`config.mk`:
```
export PLATFORM = sky130hd
export DESIGN_NAME = csum_dma_engine
export DESIGN_NICKNAME = d
export VERILOG_FILES = /design/src/rtl/csum_dma_pkg.sv /design/src/rtl/csum_ctrl.sv /design/src/rtl/csum_datapath.sv /design/src/rtl/csum_dma_engine.sv
export SDC_FILE = /design/constraint.sdc
export NUM_CORES = 1
export LEC_CHECK = 0
export CAP_MARGIN = 10
export CELL_PAD_IN_SITES_DETAIL_PLACEMENT = 0
export CELL_PAD_IN_SITES_GLOBAL_PLACEMENT = 1
export CORE_AREA = 2 2 110 112
export CTS_BUF_LIST = sky130_fd_sc_hd__clkbuf_4 sky130_fd_sc_hd__clkbuf_8 sky130_fd_sc_hd__clkbuf_16
export DETAILED_ROUTE_END_ITERATION = 16
export DIE_AREA = 0 0 112 114
export PLACE_DENSITY = 0.94
export SLEW_MARGIN = 5
export SYNTH_ARGS = -nofsm -noshare
export SYNTH_HDL_FRONTEND = slang
export SYNTH_SLANG_ARGS = --single-unit
```
`constraint.sdc`:
```
create_clock -name clk -period 13.93 [get_ports clk]
set_clock_uncertainty 0.05 [all_clocks]
set_input_delay 4.179 -clock clk [delete_from_list [all_inputs] [get_ports clk]]
set_output_delay 4.179 -clock clk [all_outputs]
set_load 0.05 [all_outputs]
```
`src/rtl/csum_dma_pkg.sv`:
```
package csum_dma_pkg;
  typedef struct packed {
    logic clearAcc;
    logic byteValid;
    logic byteLast;
  } csumStrobe_t;
endpackage

```
`src/rtl/csum_ctrl.sv`:
```
module csum_ctrl
  import csum_dma_pkg::*;
#(
  parameter int ADDR_W = 13
) (
  input  logic              clk,
  input  logic              rstN,
  input  logic              startReq,
  input  logic              csumEn,
  input  logic [ADDR_W-1:0] startPtr,
  input  logic [ADDR_W-1:0] endPtr,
  input  logic [ADDR_W-1:0] rxStart,
  input  logic [ADDR_W-1:0] rxEnd,
  input  logic              txRts,
  input  logic              doneFlagClr,
  output logic              memRdEn,
  output logic [ADDR_W-1:0] memRdAddr,
  output csumStrobe_t       strobe,
  output logic              busy,
  output logic              doneFlag
);
  typedef enum logic [1:0] {S_IDLE, S_WAIT, S_RUN, S_DRAIN} ctlState_t;

  ctlState_t         state;
  logic [ADDR_W-1:0] curAddr;
  logic [ADDR_W-1:0] endAddr;
  logic [ADDR_W-1:0] nextAddr;
  logic              launch;
  logic              atLast;
  logic              validQ;
  logic              lastQ;
  logic              doneQ;

  assign launch   = (state == S_IDLE) && startReq && csumEn;
  assign atLast   = (curAddr == endAddr);
  assign nextAddr = (curAddr == rxEnd) ? rxStart : curAddr + 1'b1;

  always_ff @(posedge clk) begin
    if (!rstN) begin
      state   <= S_IDLE;
      curAddr <= '0;
      endAddr <= '0;
      validQ  <= 1'b0;
      lastQ   <= 1'b0;
      doneQ   <= 1'b0;
    end else begin
      validQ <= (state == S_RUN);
      lastQ  <= (state == S_RUN) && atLast;
      if (lastQ)            doneQ <= 1'b1;
      else if (doneFlagClr) doneQ <= 1'b0;
      unique case (state)
        S_IDLE: if (launch) begin
          curAddr <= startPtr;
          endAddr <= endPtr;
          state   <= txRts ? S_WAIT : S_RUN;
        end
        S_WAIT:  if (!txRts) state <= S_RUN;
        S_RUN: begin
          if (atLast) state <= S_DRAIN;
          else        curAddr <= nextAddr;
        end
        S_DRAIN: state <= S_IDLE;
        default: state <= S_IDLE;
      endcase
    end
  end

  assign memRdEn          = (state == S_RUN);
  assign memRdAddr        = curAddr;
  assign busy             = (state != S_IDLE);
  assign doneFlag         = doneQ;
  assign strobe.clearAcc  = launch;
  assign strobe.byteValid = validQ;
  assign strobe.byteLast  = lastQ;

  // a held transmit request keeps the read port quiet
  a_r7_tx_hold: assert property (@(posedge clk) disable iff (!rstN)
    (state == S_WAIT && txRts) |=> !memRdEn);

  // the upper bound of the receive region is followed by its lower bound
  a_r6_wrap: assert property (@(posedge clk) disable iff (!rstN)
    (memRdEn && memRdAddr == rxEnd && memRdAddr != endAddr)
      |=> (memRdEn && memRdAddr == $past(rxStart)));

  // a request during a run leaves the latched end pointer alone
  a_r9_ignore_busy: assert property (@(posedge clk) disable iff (!rstN)
    (busy && startReq) |=> $stable(endAddr));

  // the final summed byte ends the run and raises the flag
  a_r8_done: assert property (@(posedge clk) disable iff (!rstN)
    lastQ |=> (!busy && doneFlag));
endmodule

```
`src/rtl/csum_datapath.sv`:
```
module csum_datapath
  import csum_dma_pkg::*;
#(
  parameter int BYTE_W = 8
) (
  input  logic                clk,
  input  logic                rstN,
  input  csumStrobe_t         strobe,
  input  logic [BYTE_W-1:0]   memRdData,
  output logic [2*BYTE_W-1:0] csumResult
);
  localparam int WORD_W = 2 * BYTE_W;

  logic [WORD_W-1:0] acc;
  logic [BYTE_W-1:0] hiByte;
  logic              hiPending;
  logic [WORD_W-1:0] word;
  logic [WORD_W:0]   rawSum;
  logic [WORD_W-1:0] folded;
  logic [WORD_W-1:0] resultQ;

  always_comb begin
    word   = hiPending ? {hiByte, memRdData} : {memRdData, {BYTE_W{1'b0}}};
    rawSum = {1'b0, acc} + {1'b0, word};
    folded = rawSum[WORD_W-1:0] + {{(WORD_W-1){1'b0}}, rawSum[WORD_W]};
  end

  always_ff @(posedge clk) begin
    if (!rstN) begin
      acc       <= '0;
      hiByte    <= '0;
      hiPending <= 1'b0;
      resultQ   <= '0;
    end else if (strobe.clearAcc) begin
      acc       <= '0;
      hiPending <= 1'b0;
    end else if (strobe.byteValid) begin
      if (hiPending || strobe.byteLast) begin
        acc       <= folded;
        hiPending <= 1'b0;
      end else begin
        hiByte    <= memRdData;
        hiPending <= 1'b1;
      end
      if (strobe.byteLast) resultQ <= ~folded;
    end
  end

  assign csumResult = resultQ;

  // the result changes only on the final byte of a run
  a_r10_hold: assert property (@(posedge clk) disable iff (!rstN)
    !strobe.byteLast |=> $stable(csumResult));
endmodule

```
`src/rtl/csum_dma_engine.sv`:
```
module csum_dma_engine
  import csum_dma_pkg::*;
#(
  parameter int ADDR_W = 13,
  parameter int BYTE_W = 8
) (
  input  logic                clk,
  input  logic                rstN,
  input  logic                startReq,
  input  logic                csumEn,
  input  logic [ADDR_W-1:0]   startPtr,
  input  logic [ADDR_W-1:0]   endPtr,
  input  logic [ADDR_W-1:0]   rxStart,
  input  logic [ADDR_W-1:0]   rxEnd,
  input  logic                txRts,
  input  logic                intEnLocal,
  input  logic                intEnGlobal,
  input  logic                doneFlagClr,
  output logic                memRdEn,
  output logic [ADDR_W-1:0]   memRdAddr,
  input  logic [BYTE_W-1:0]   memRdData,
  output logic                busy,
  output logic                doneFlag,
  output logic                irq,
  output logic [2*BYTE_W-1:0] csumResult
);
  csumStrobe_t strobe;

  csum_ctrl #(.ADDR_W(ADDR_W)) u_ctrl (
    .clk(clk), .rstN(rstN), .startReq(startReq), .csumEn(csumEn),
    .startPtr(startPtr), .endPtr(endPtr), .rxStart(rxStart), .rxEnd(rxEnd),
    .txRts(txRts), .doneFlagClr(doneFlagClr), .memRdEn(memRdEn),
    .memRdAddr(memRdAddr), .strobe(strobe), .busy(busy), .doneFlag(doneFlag)
  );

  csum_datapath #(.BYTE_W(BYTE_W)) u_dp (
    .clk(clk), .rstN(rstN), .strobe(strobe), .memRdData(memRdData),
    .csumResult(csumResult)
  );

  assign irq = doneFlag & intEnLocal & intEnGlobal;

  // no read is issued outside a run
  a_r12_quiet: assert property (@(posedge clk) disable iff (!rstN)
    !busy |-> !memRdEn);

  // the done flag only rises when a run ends
  a_r8_rise_after_run: assert property (@(posedge clk) disable iff (!rstN)
    $rose(doneFlag) |-> $past(busy));
endmodule

```
==> flow_metrics.tcl, run 1 <==
set metrics [dict create \
    status "finished clean" \
    fin_crit_ps 9794 \
    numPortBuffers 100 \
    synthArstFlopShare 0 \
    synthCells 573 \
    syn_area_per_cell_sq_um 8.167 \
    post_drt_via_cell_ratio 5.486 \
    h-tree-depth 3 \
    dp.cells 785 \
    final-hold-violation-count 0 \
    rows 40 \
    grt_overflow 0 \
    clockRootBuffer "clkbuf_16" \
    grt_util_all_layers 0.2004 \
    grt_pass1_wl_um 20820 \
    timing.slew.headroom 0.2657 \
    synth_fp_nets 664 \
    cts_hold_buffers 0 \
    fp.dieW_um 112 \
    r2r_slack_ps 9240 \
    crit_type "in -> out" \
    ys_types 55 \
    drv_slew 0 \
    post-route-worst-setup-slack_ps 4136 \
    hold_path_class "reg -> reg" \
    holdWs_ps 416.9 \
    fin_cells 801 \
    max-cap-violations 0 \
    clk_latency_ps 330 \
    drcViolationCount 0 \
    power.ir.vdd_worst_v 0.00009287 \
    cp-end-kind "primary output" \
    setup_violations 0 \
    ys_seq_area_frac 0.3080 \
    finalCritPeriodShare 0.7031 \
    ant_nets 0 \
    dpl_worst_slack_ps 4141 \
    ys_seq_elements 72 \
    post_cts_buffers 0 \
    cts_tree "built" \
    die_y_um 114 \
    layout-drive-gt1-share 0.06269 \
    pin_count 101 \
    synth_warnings 0 \
    p_leak_nw 2.310 \
    power_density_nw_per_um2 130.1 \
    setup_tns_ps 0 \
    grt_max_degree 46 \
    start_util 0.3996 \
    cts.sinks 72 \
    cts_buffer_depth 2 \
    start_kind "primary input" \
    numCtsBuffers 9 \
    routedWlPerCell_um 15.99 \
    core_area_sq_um 11710 \
    dr.first_iter.drc_count 227 \
    die_area_sq_um 12770 \
    cp.arrival_ps 5560 \
    grt_pass1_vias 4236 \
    fmax_ghz 0.1021 \
    num_vias 4394 \
    postCtsResizedCells 0 \
    antenna_found_initial 0 \
    cts.clk_slew.worst_paths_ps 60 \
    grt_setup_unrepaired "false" \
    place_congestion 0.9387 \
    synth_area_sq_um 4679 \
    syn2layout_area_growth_pct 28.42 \
    fin_nets 740 \
    dr.pass1.iters 4 \
    synth_edf_count 0 \
    num_antenna_cells 0 \
    cp.required_ps 9700 \
    worstMarginPinSlew_ps 1093 \
    wirelength_um 12810 \
    synth_ff_type "dfxtp_1" \
    crit_fanout 1 \
    place_hpwl_um 9815 \
]
==> state kept, by name (all words and copies together), names as in the netlist <==
name,count
u_ctrl.doneFlag,1
u_ctrl.endAddr,13
u_ctrl.lastQ,1
u_ctrl.memRdAddr,13
u_ctrl.state,2
u_ctrl.validQ,1
u_dp.acc,16
u_dp.csumResult,16
u_dp.hiByte,8
u_dp.hiPending,1
==> layout by cell type, fill, tap and decap left out, types with 4 or more instances in the layout <==
cell type        instances
dfxtp_1                 72
mux2i_1                 25
o21ai_0                 21
nor4_1                   4
a22o_1                  10
clkbuf_16                9
nand2_1                 72
clkinvlp_4               4
o211ai_1                 6
nor2_1                  51
nand3_1                 18
a21oi_1                 40
xnor2_1                 28
nor3_1                   9
ha_1                    22
o21a_1                   8
nand2b_1                 5
o21ai_1                  7
nor2b_1                  4
mux2_2                   9
a211oi_1                13
clkdlybuf4s50_1        100
xor2_1                  26
and4_1                   4
and3_1                  11
nand4_1                 12
inv_1                    9
and2_1                  14
==> critical path: stages <==
cell	delay, ps
clkdlybuf4s50_1	450
and3_1	140
clkdlybuf4s50_1	790
==> cells by family after synthesis <==
logic type | Yosys count | synth area share
XOR/XNOR | 55 | 0.1045
flip-flops | 72 | 0.3080
AND/OR/NAND/NOR | 219 | 0.2364
AO/OA/AOI/OAI | 124 | 0.1733
multiplexers | 34 | 0.07513
adder cells (fa/ha/maj) | 23 | 0.06310
buffers and inverters | 46 | 0.03957
==> layer usage <==
layer | part of all wire | GRT usage
met5 | 0 | 0
met4 | 0.013 | 0.06098
met3 | 0.057 | 0.04145
met2 | 0.49 | 0.3479
met1 | 0.44 | 0.2519
==> where the power goes <==
group / internal (mW) / switching, mW / total, mW
Combinational: 0.125 / 0.173 / 0.298
Sequential: 0.229 / 0.0419 / 0.271
Clock: 0.123 / 0.0912 / 0.214
==> area by class of cell <==
cell class                 instances  area (sq um)
clock buffer                      10         232.7
inverter                           9         33.78
fill                            1106          5702
clock inverter                     6         43.79
sequential                        72          1441
timing repair buffer             102          1016
multi-input combinational        455          3058
tap                              147         183.9
==> stage by stage <==
step / total power, mW / cell area [sq um] / utilization
2_1_floorplan: 0.4816 / 4679 / -
3_3_place_gp: 0.5613 / 5733 / 0.4895
3_5_place_dp: 0.5715 / 5733 / 0.4895
4_1_cts: 0.7869 / 6010 / 0.5131
5_1_grt: 0.8246 / 6010 / 0.5131
6_report: 0.7821 / 6010 / 0.5131
==> worst paths after layout <==
check	startpoint	endpoint	cells past startpoint
setup / recovery	intEnGlobal	irq	3
setup reg to reg	u_dp.hiPending	u_dp.csumResult[10]	18
hold / removal	u_ctrl.endAddr[2]	u_ctrl.endAddr[2]	2
hold reg to reg	u_ctrl.endAddr[2]	u_ctrl.endAddr[2]	2
==> cells in the mapped netlist (2+ instances only) <==
cell / count / share of area
or4_1: 2 / 0.0032
a311oi_1: 2 / 0.0037
nand3_1: 18 / 0.019
and3_1: 11 / 0.015
mux2_2: 9 / 0.022
nor2b_1: 4 / 0.0053
o21a_1: 8 / 0.013
o31ai_1: 2 / 0.0032
or3_1: 3 / 0.0040
nor2_1: 51 / 0.041
a21oi_1: 40 / 0.043
clkbuf_1: 29 / 0.023
a22o_1: 10 / 0.019
and2_1: 14 / 0.019
nor4_1: 4 / 0.0053
xnor2_1: 28 / 0.052
mux2i_1: 25 / 0.053
nand4_1: 12 / 0.016
nand2b_1: 5 / 0.0067
buf_1: 3 / 0.0024
xor2_1: 26 / 0.049
a21o_1: 3 / 0.0048
o2111ai_1: 2 / 0.0037
o21ai_1: 7 / 0.0075
nand2_1: 72 / 0.058
a22oi_1: 2 / 0.0032
a211oi_1: 13 / 0.021
inv_1: 9 / 0.0072
dfxtp_1: 72 / 0.31
o21ai_0: 21 / 0.022
o211ai_1: 6 / 0.0096
ha_1: 22 / 0.059
and4_1: 4 / 0.0075
buf_2: 4 / 0.0043
nor3_1: 10 / 0.011
No activity file was read; power rests on OpenSTA's default activity.
==> inputs of run 2 (changes only) <==
- CORE_AREA: 2 2 110 112 -> 2 2 114 116
- DIE_AREA: 0 0 112 114 -> 0 0 116 118
- PLACE_DENSITY: 0.94 -> 0.88
- clock period: 13.93 -> 10.2 ns (I/O delays scaled with it)
==> run 2 against run 1 <==
Net effect:
- die area rose by 7.2%
- register-to-register slack got worse by 3700 ps
- global-route usage about the same
- highest routed layer unchanged
- worst setup slack got worse by 1500 ps
- sequential share of layout area down 0.30 points
- first-iteration DRC count is 4.4% higher
- worst hold slack lost 11 ps
- largest power group unchanged
- core utilization decreased by 2.3 points
==> flow_metrics.tcl, run 2 (synthesized netlist as in run 1, its figures left out) <==
set metrics [dict create \
    cp-end-kind "primary output" \
    crit_type "in -> out" \
    fillCellCount 1196 \
    layout-drive-gt1-share 0.06412 \
    met3_usage 0.05458 \
    seqPwrFrac 0.332 \
    cts_tree "built" \
    syn2layout_area_growth_pct 30.03 \
    cts_hold_buffers 0 \
    clk_latency_ps 350 \
    pwr-share-comb 0.366 \
    reg2reg_from "u_dp.hiPending" \
    start_util 0.3769 \
    swShare 0.3873 \
    final_common_cell "clkdlybuf4s50_1" \
    grt_pass1_vias 4420 \
    setup_violations 0 \
    grt_pass1_wl_um 21700 \
    cp.arrival_ps 4460 \
    grt_max_degree 33 \
    die_y_um 118 \
    busiest_layer "met2" \
    dr.pass1.iters 5 \
    fin_crit_ps 7565 \
    p_sw_mw 0.4315 \
    post_cts_buffers 0 \
    cp.required_ps 7090 \
    min_from "u_dp.csumResult[8]" \
    power_density_nw_per_um2 183.1 \
    r2r_slack_ps 5580 \
    cts_buffer_depth 2 \
    r2r_end "u_dp.acc[12]" \
    die_area_sq_um 13690 \
    hold_path_class "reg -> reg" \
    fin_cells 827 \
    cts.sinks 72 \
    grt_setup_unrepaired "false" \
    p_int_mw 0.6828 \
    rows 41 \
    numPortBuffers 100 \
    clkPwrFrac 0.302 \
    antenna_found_initial 0 \
    worstMarginPinSlew_ps 1135 \
    grt_util_all_layers 0.2002 \
    fp.dieW_um 116 \
    start_kind "primary input" \
    power.ir.vdd_worst_v 0.00006625 \
    dp.cells 811 \
    fmax_ghz 0.1322 \
    drv_slew 0 \
    place_hpwl_um 10100 \
    setup_tns_ps 0 \
    most-common-layout-cells "clkdlybuf4s50_1, nand2_1, dfxtp_1, nor2_1, a21oi_1" \
    worst_hold_path.num_cells 2 \
    numCtsBuffers 9 \
    max-cap-violations 0 \
    ant_nets 0 \
    whs_endpoint "u_dp.csumResult[8]" \
    dr.first_iter.drc_count 237 \
    final-hold-violation-count 0 \
    clockRootBuffer "clkbuf_16" \
    crit_fanout 1 \
    grt_util_met2 0.3260 \
    post_drt_via_cell_ratio 5.395 \
    num_antenna_cells 0 \
    place_congestion 0.8843 \
    h-tree-depth 3 \
    use_met1 0.2532 \
    fin_nets 741 \
    num_vias 4462 \
    wirelength_um 13450 \
    grt_overflow 0 \
    status "finished clean" \
    cts.clk_slew.worst_paths_ps 60 \
    core_area_sq_um 12410 \
    pin_count 101 \
    routedWlPerCell_um 16.27 \
    drcViolationCount 0 \
    critPathLaunch "intEnGlobal" \
    postCtsResizedCells 0 \
    finalCritPeriodShare 0.7417 \
    timing.slew.headroom 0.2377 \
    p_leak_nw 2.344 \
    rr_worst_depth 18 \
]
[run 2: cell count changes in the layout (fill, tap and decap cells not counted)]
cell / delta
clkbuf_4: -1
buf_4: +1
clkinv_2: -1
clkinv_4: +2
clkbuf_8: +1
clkinvlp_4: -4
bufinv_16: +1
inv_6: +2
[run 2: per-stage QoR]
stage / util / area [sq um] / worst slack (ps) / hold slack, ps / total power, mW
2_1_floorplan: - / 4679 / 3581 / 381.5 / 0.6578
3_3_place_gp: 0.4649 / 5772 / 2634 / 397.5 / 0.7692
3_5_place_dp: 0.4649 / 5772 / 2622 / 397.2 / 0.7811
4_1_cts: 0.4901 / 6085 / 2617 / 405.9 / 1.118
5_1_grt: 0.4901 / 6085 / 2587 / 439.4 / 1.178
6_report: 0.4901 / 6085 / 2635 / 406.0 / 1.114
[run 2: layout make-up]
cell class                 count  area (sq um)  area share
sequential                    72          1441      0.2369
clock inverter                 6         73.82     0.01213
tap                          172         215.2     0.03537
clock buffer                  10         239.0     0.03928
multi-input combinational    455          3058      0.5026
timing repair buffer         103          1023      0.1682
inverter                       9         33.78    0.005552
[run 2: power by group through the flow]
stage,sequential (mW),clock (mW),combinational [mW]
after floorplan,0.398,0,0.260
after detailed placement,0.375,0,0.406
final,0.370,0.336,0.408
after global routing,0.376,0.355,0.447
after global placement,0.374,0,0.396
after CTS,0.369,0.340,0.408
[run 2: how the worst max path moves through the flow]
stage / cells after the start / to
CTS: 3 / irq
detailed placement: 3 / irq
global route: 3 / irq
floorplan: 1 / irq
finish: 3 / irq
global placement: 3 / irq
[run 2: metal layers]
layer / part of all wire / vias to the layer above
met1: 0.45 / 2119
li1: - / 2185
met4: 0.021 / 0
met2: 0.47 / 135
met5: 0 / -
met3: 0.061 / 23
[run 2: worst max-delay path: stages]
cell and delay [ps]:
clkdlybuf4s50_1 450, and3_1 150, clkdlybuf4s50_1 790
==> inputs of run 3 (changes only) <==
- clock period: 10.2 -> 7.6 ns (I/O delays scaled with it)
==> run 3 against run 2 <==
Net effect:
- worst setup slack got worse by 1300 ps
- die area unchanged
- worst hold slack gained 1.0 ps
- power rose by 29%
- non-clock buffer count decreased by 1
- sequential share of layout area increased by 0.19 points
- critical path type is now in -> reg
- largest cell class unchanged
- largest power group unchanged
==> flow_metrics.tcl, run 3 (synthesized netlist as in run 1, its figures left out) <==
set metrics [dict create \
    status "finished clean" \
    clk_latency_ps 340 \
    drcViolationCount 0 \
    cts_buffer_depth 2 \
    power.ir.vdd_worst_v 0.00008165 \
    setup_violations 0 \
    numPortBuffers 100 \
    cp-end-kind "flop" \
    cts_hold_buffers 0 \
    grt_setup_unrepaired "false" \
    reg2reg_from "u_dp.hiPending" \
    num_antenna_cells 0 \
    grt_util_all_layers 0.1996 \
    fp.dieW_um 116 \
    fin_crit_ps 6286 \
    cts.clk_slew.worst_paths_ps 60 \
    power_density_nw_per_um2 237.7 \
    core_area_sq_um 12410 \
    layout-drive-gt1-share 0.06269 \
    cts_tree "built" \
    worstMarginPinSlew_ps 1144 \
    crit_fanout 6 \
    worst_hold_path.num_cells 2 \
    cts.sinks 72 \
    setup_tns_ps 0 \
    crit_top_cell "ha_1" \
    grt_pass1_wl_um 21650 \
    final-hold-violation-count 0 \
    holdWs_ps 407.0 \
    rr_worst_depth 18 \
    crit_type "in -> reg" \
    fmax_ghz 0.1591 \
    h-tree-depth 3 \
    postCtsResizedCells 0 \
    min_from "u_dp.csumResult[8]" \
    fillCellCount 1214 \
    clockRootBuffer "clkbuf_16" \
    die_y_um 118 \
    start_util 0.3769 \
    final_cell_area_sq_um 6036 \
    grt_overflow 0 \
    grt_max_degree 34 \
    dr.first_iter.drc_count 249 \
    r2r_end "u_dp.csumResult[10]" \
    hold_path_class "reg -> reg" \
    cp.arrival_ps 6450 \
    syn2layout_area_growth_pct 28.98 \
    num_vias 4370 \
    antenna_found_initial 0 \
    max-cap-violations 0 \
    p_leak_nw 2.325 \
    start_kind "primary input" \
    rows 41 \
    pin_count 101 \
    wirelength_um 13180 \
    finalCritPeriodShare 0.8271 \
    fin_nets 740 \
    die_area_sq_um 13690 \
    slowest_stage "a221oi_2" \
    dpl_cell_area_sq_um 5764 \
    post_cts_buffers 0 \
    final_common_cell "clkdlybuf4s50_1" \
    most-common-layout-cells "clkdlybuf4s50_1, nand2_1, dfxtp_1, nor2_1, a21oi_1" \
    place_congestion 0.9748 \
    worstPathCellList "clkdlybuf4s50_1, and2_1, ha_1, fa_1, a21o_1, a221oi_2, o211ai_2, and3_4, o21a_1, o21a_1, o21ai_0, nand2b_1, ha_1, ha_1, and2_1, and4_1, nand3_1, xnor2_1, o21ai_0" \
    grt_pass1_vias 4319 \
    ant_nets 0 \
    drv_slew 0 \
    routedWlPerCell_um 15.95 \
    r2r_slack_ps 3130 \
    slowest_delay_ps 480 \
    dr.pass1.iters 7 \
    place_hpwl_um 10090 \
    whs_endpoint "u_dp.csumResult[8]" \
    timing.slew.headroom 0.2319 \
    cp.required_ps 7760 \
    post_drt_via_cell_ratio 5.291 \
    numCtsBuffers 9 \
]
run 3: power by group:
group	leakage (nW)	internal, mW	switching, mW
Combinational	1.60	0.229	0.316
Clock	0.139	0.221	0.174
Sequential	0.584	0.419	0.0756
Total	2.32	0.870	0.565
run 3: per-layer routing:
metal | wire [um] | global-route usage | part of all wire | vias to the layer above
met5 | 0 | 0 | 0 | -
met4 | 347 | 0.08333 | 0.026 | 0
met3 | 723 | 0.04171 | 0.055 | 31
met2 | 6182 | 0.3264 | 0.47 | 131
met1 | 5921 | 0.2527 | 0.45 | 2027
li1 | - | - | - | 2181
run 3: cell type report:
type	instances	area [sq um]	share of cell area
Clock buffer	9	225.2	0.03731
Sequential cell	72	1441	0.2388
Inverter	9	33.78	0.005597
Clock inverter	7	46.29	0.007670
Timing Repair Buffer	102	1016	0.1683
Multi-Input combinational cell	455	3058	0.5066
Tap cell	172	215.2	0.03565
run 3: worst max path at each step:
| stage | startpoint | to | cells past startpoint |
|---|---|---|---|
| floorplan | memRdData[0] | u_dp.csumResult[13] | 19 |
| global placement | memRdData[0] | u_dp.acc[12] | 19 |
| detailed placement | memRdData[0] | u_dp.acc[12] | 19 |
| CTS | memRdData[0] | u_dp.acc[12] | 19 |
| global route | memRdData[0] | u_dp.csumResult[10] | 19 |
| finish | memRdData[0] | u_dp.csumResult[10] | 19 |
run 3: critical path, delay by kind of cell:
family	cells	cell delay [ps]
compound gates	7	1470
simple gates	6	1060
fa+ha+maj	4	1040
buf+inv	1	440
xor+xnor	1	160
run 3: metrics by stage:
step           setup WS, ps  utilization  power (mW)  cells
6_report               1314       0.4862       1.435    826
3_3_place_gp           1124       0.4643       1.032    810
5_1_grt                1013       0.4862       1.522    826
4_1_cts                1358       0.4862       1.443    826
2_1_floorplan          1832            -      0.8828    573
3_5_place_dp           1002       0.4643       1.046    810
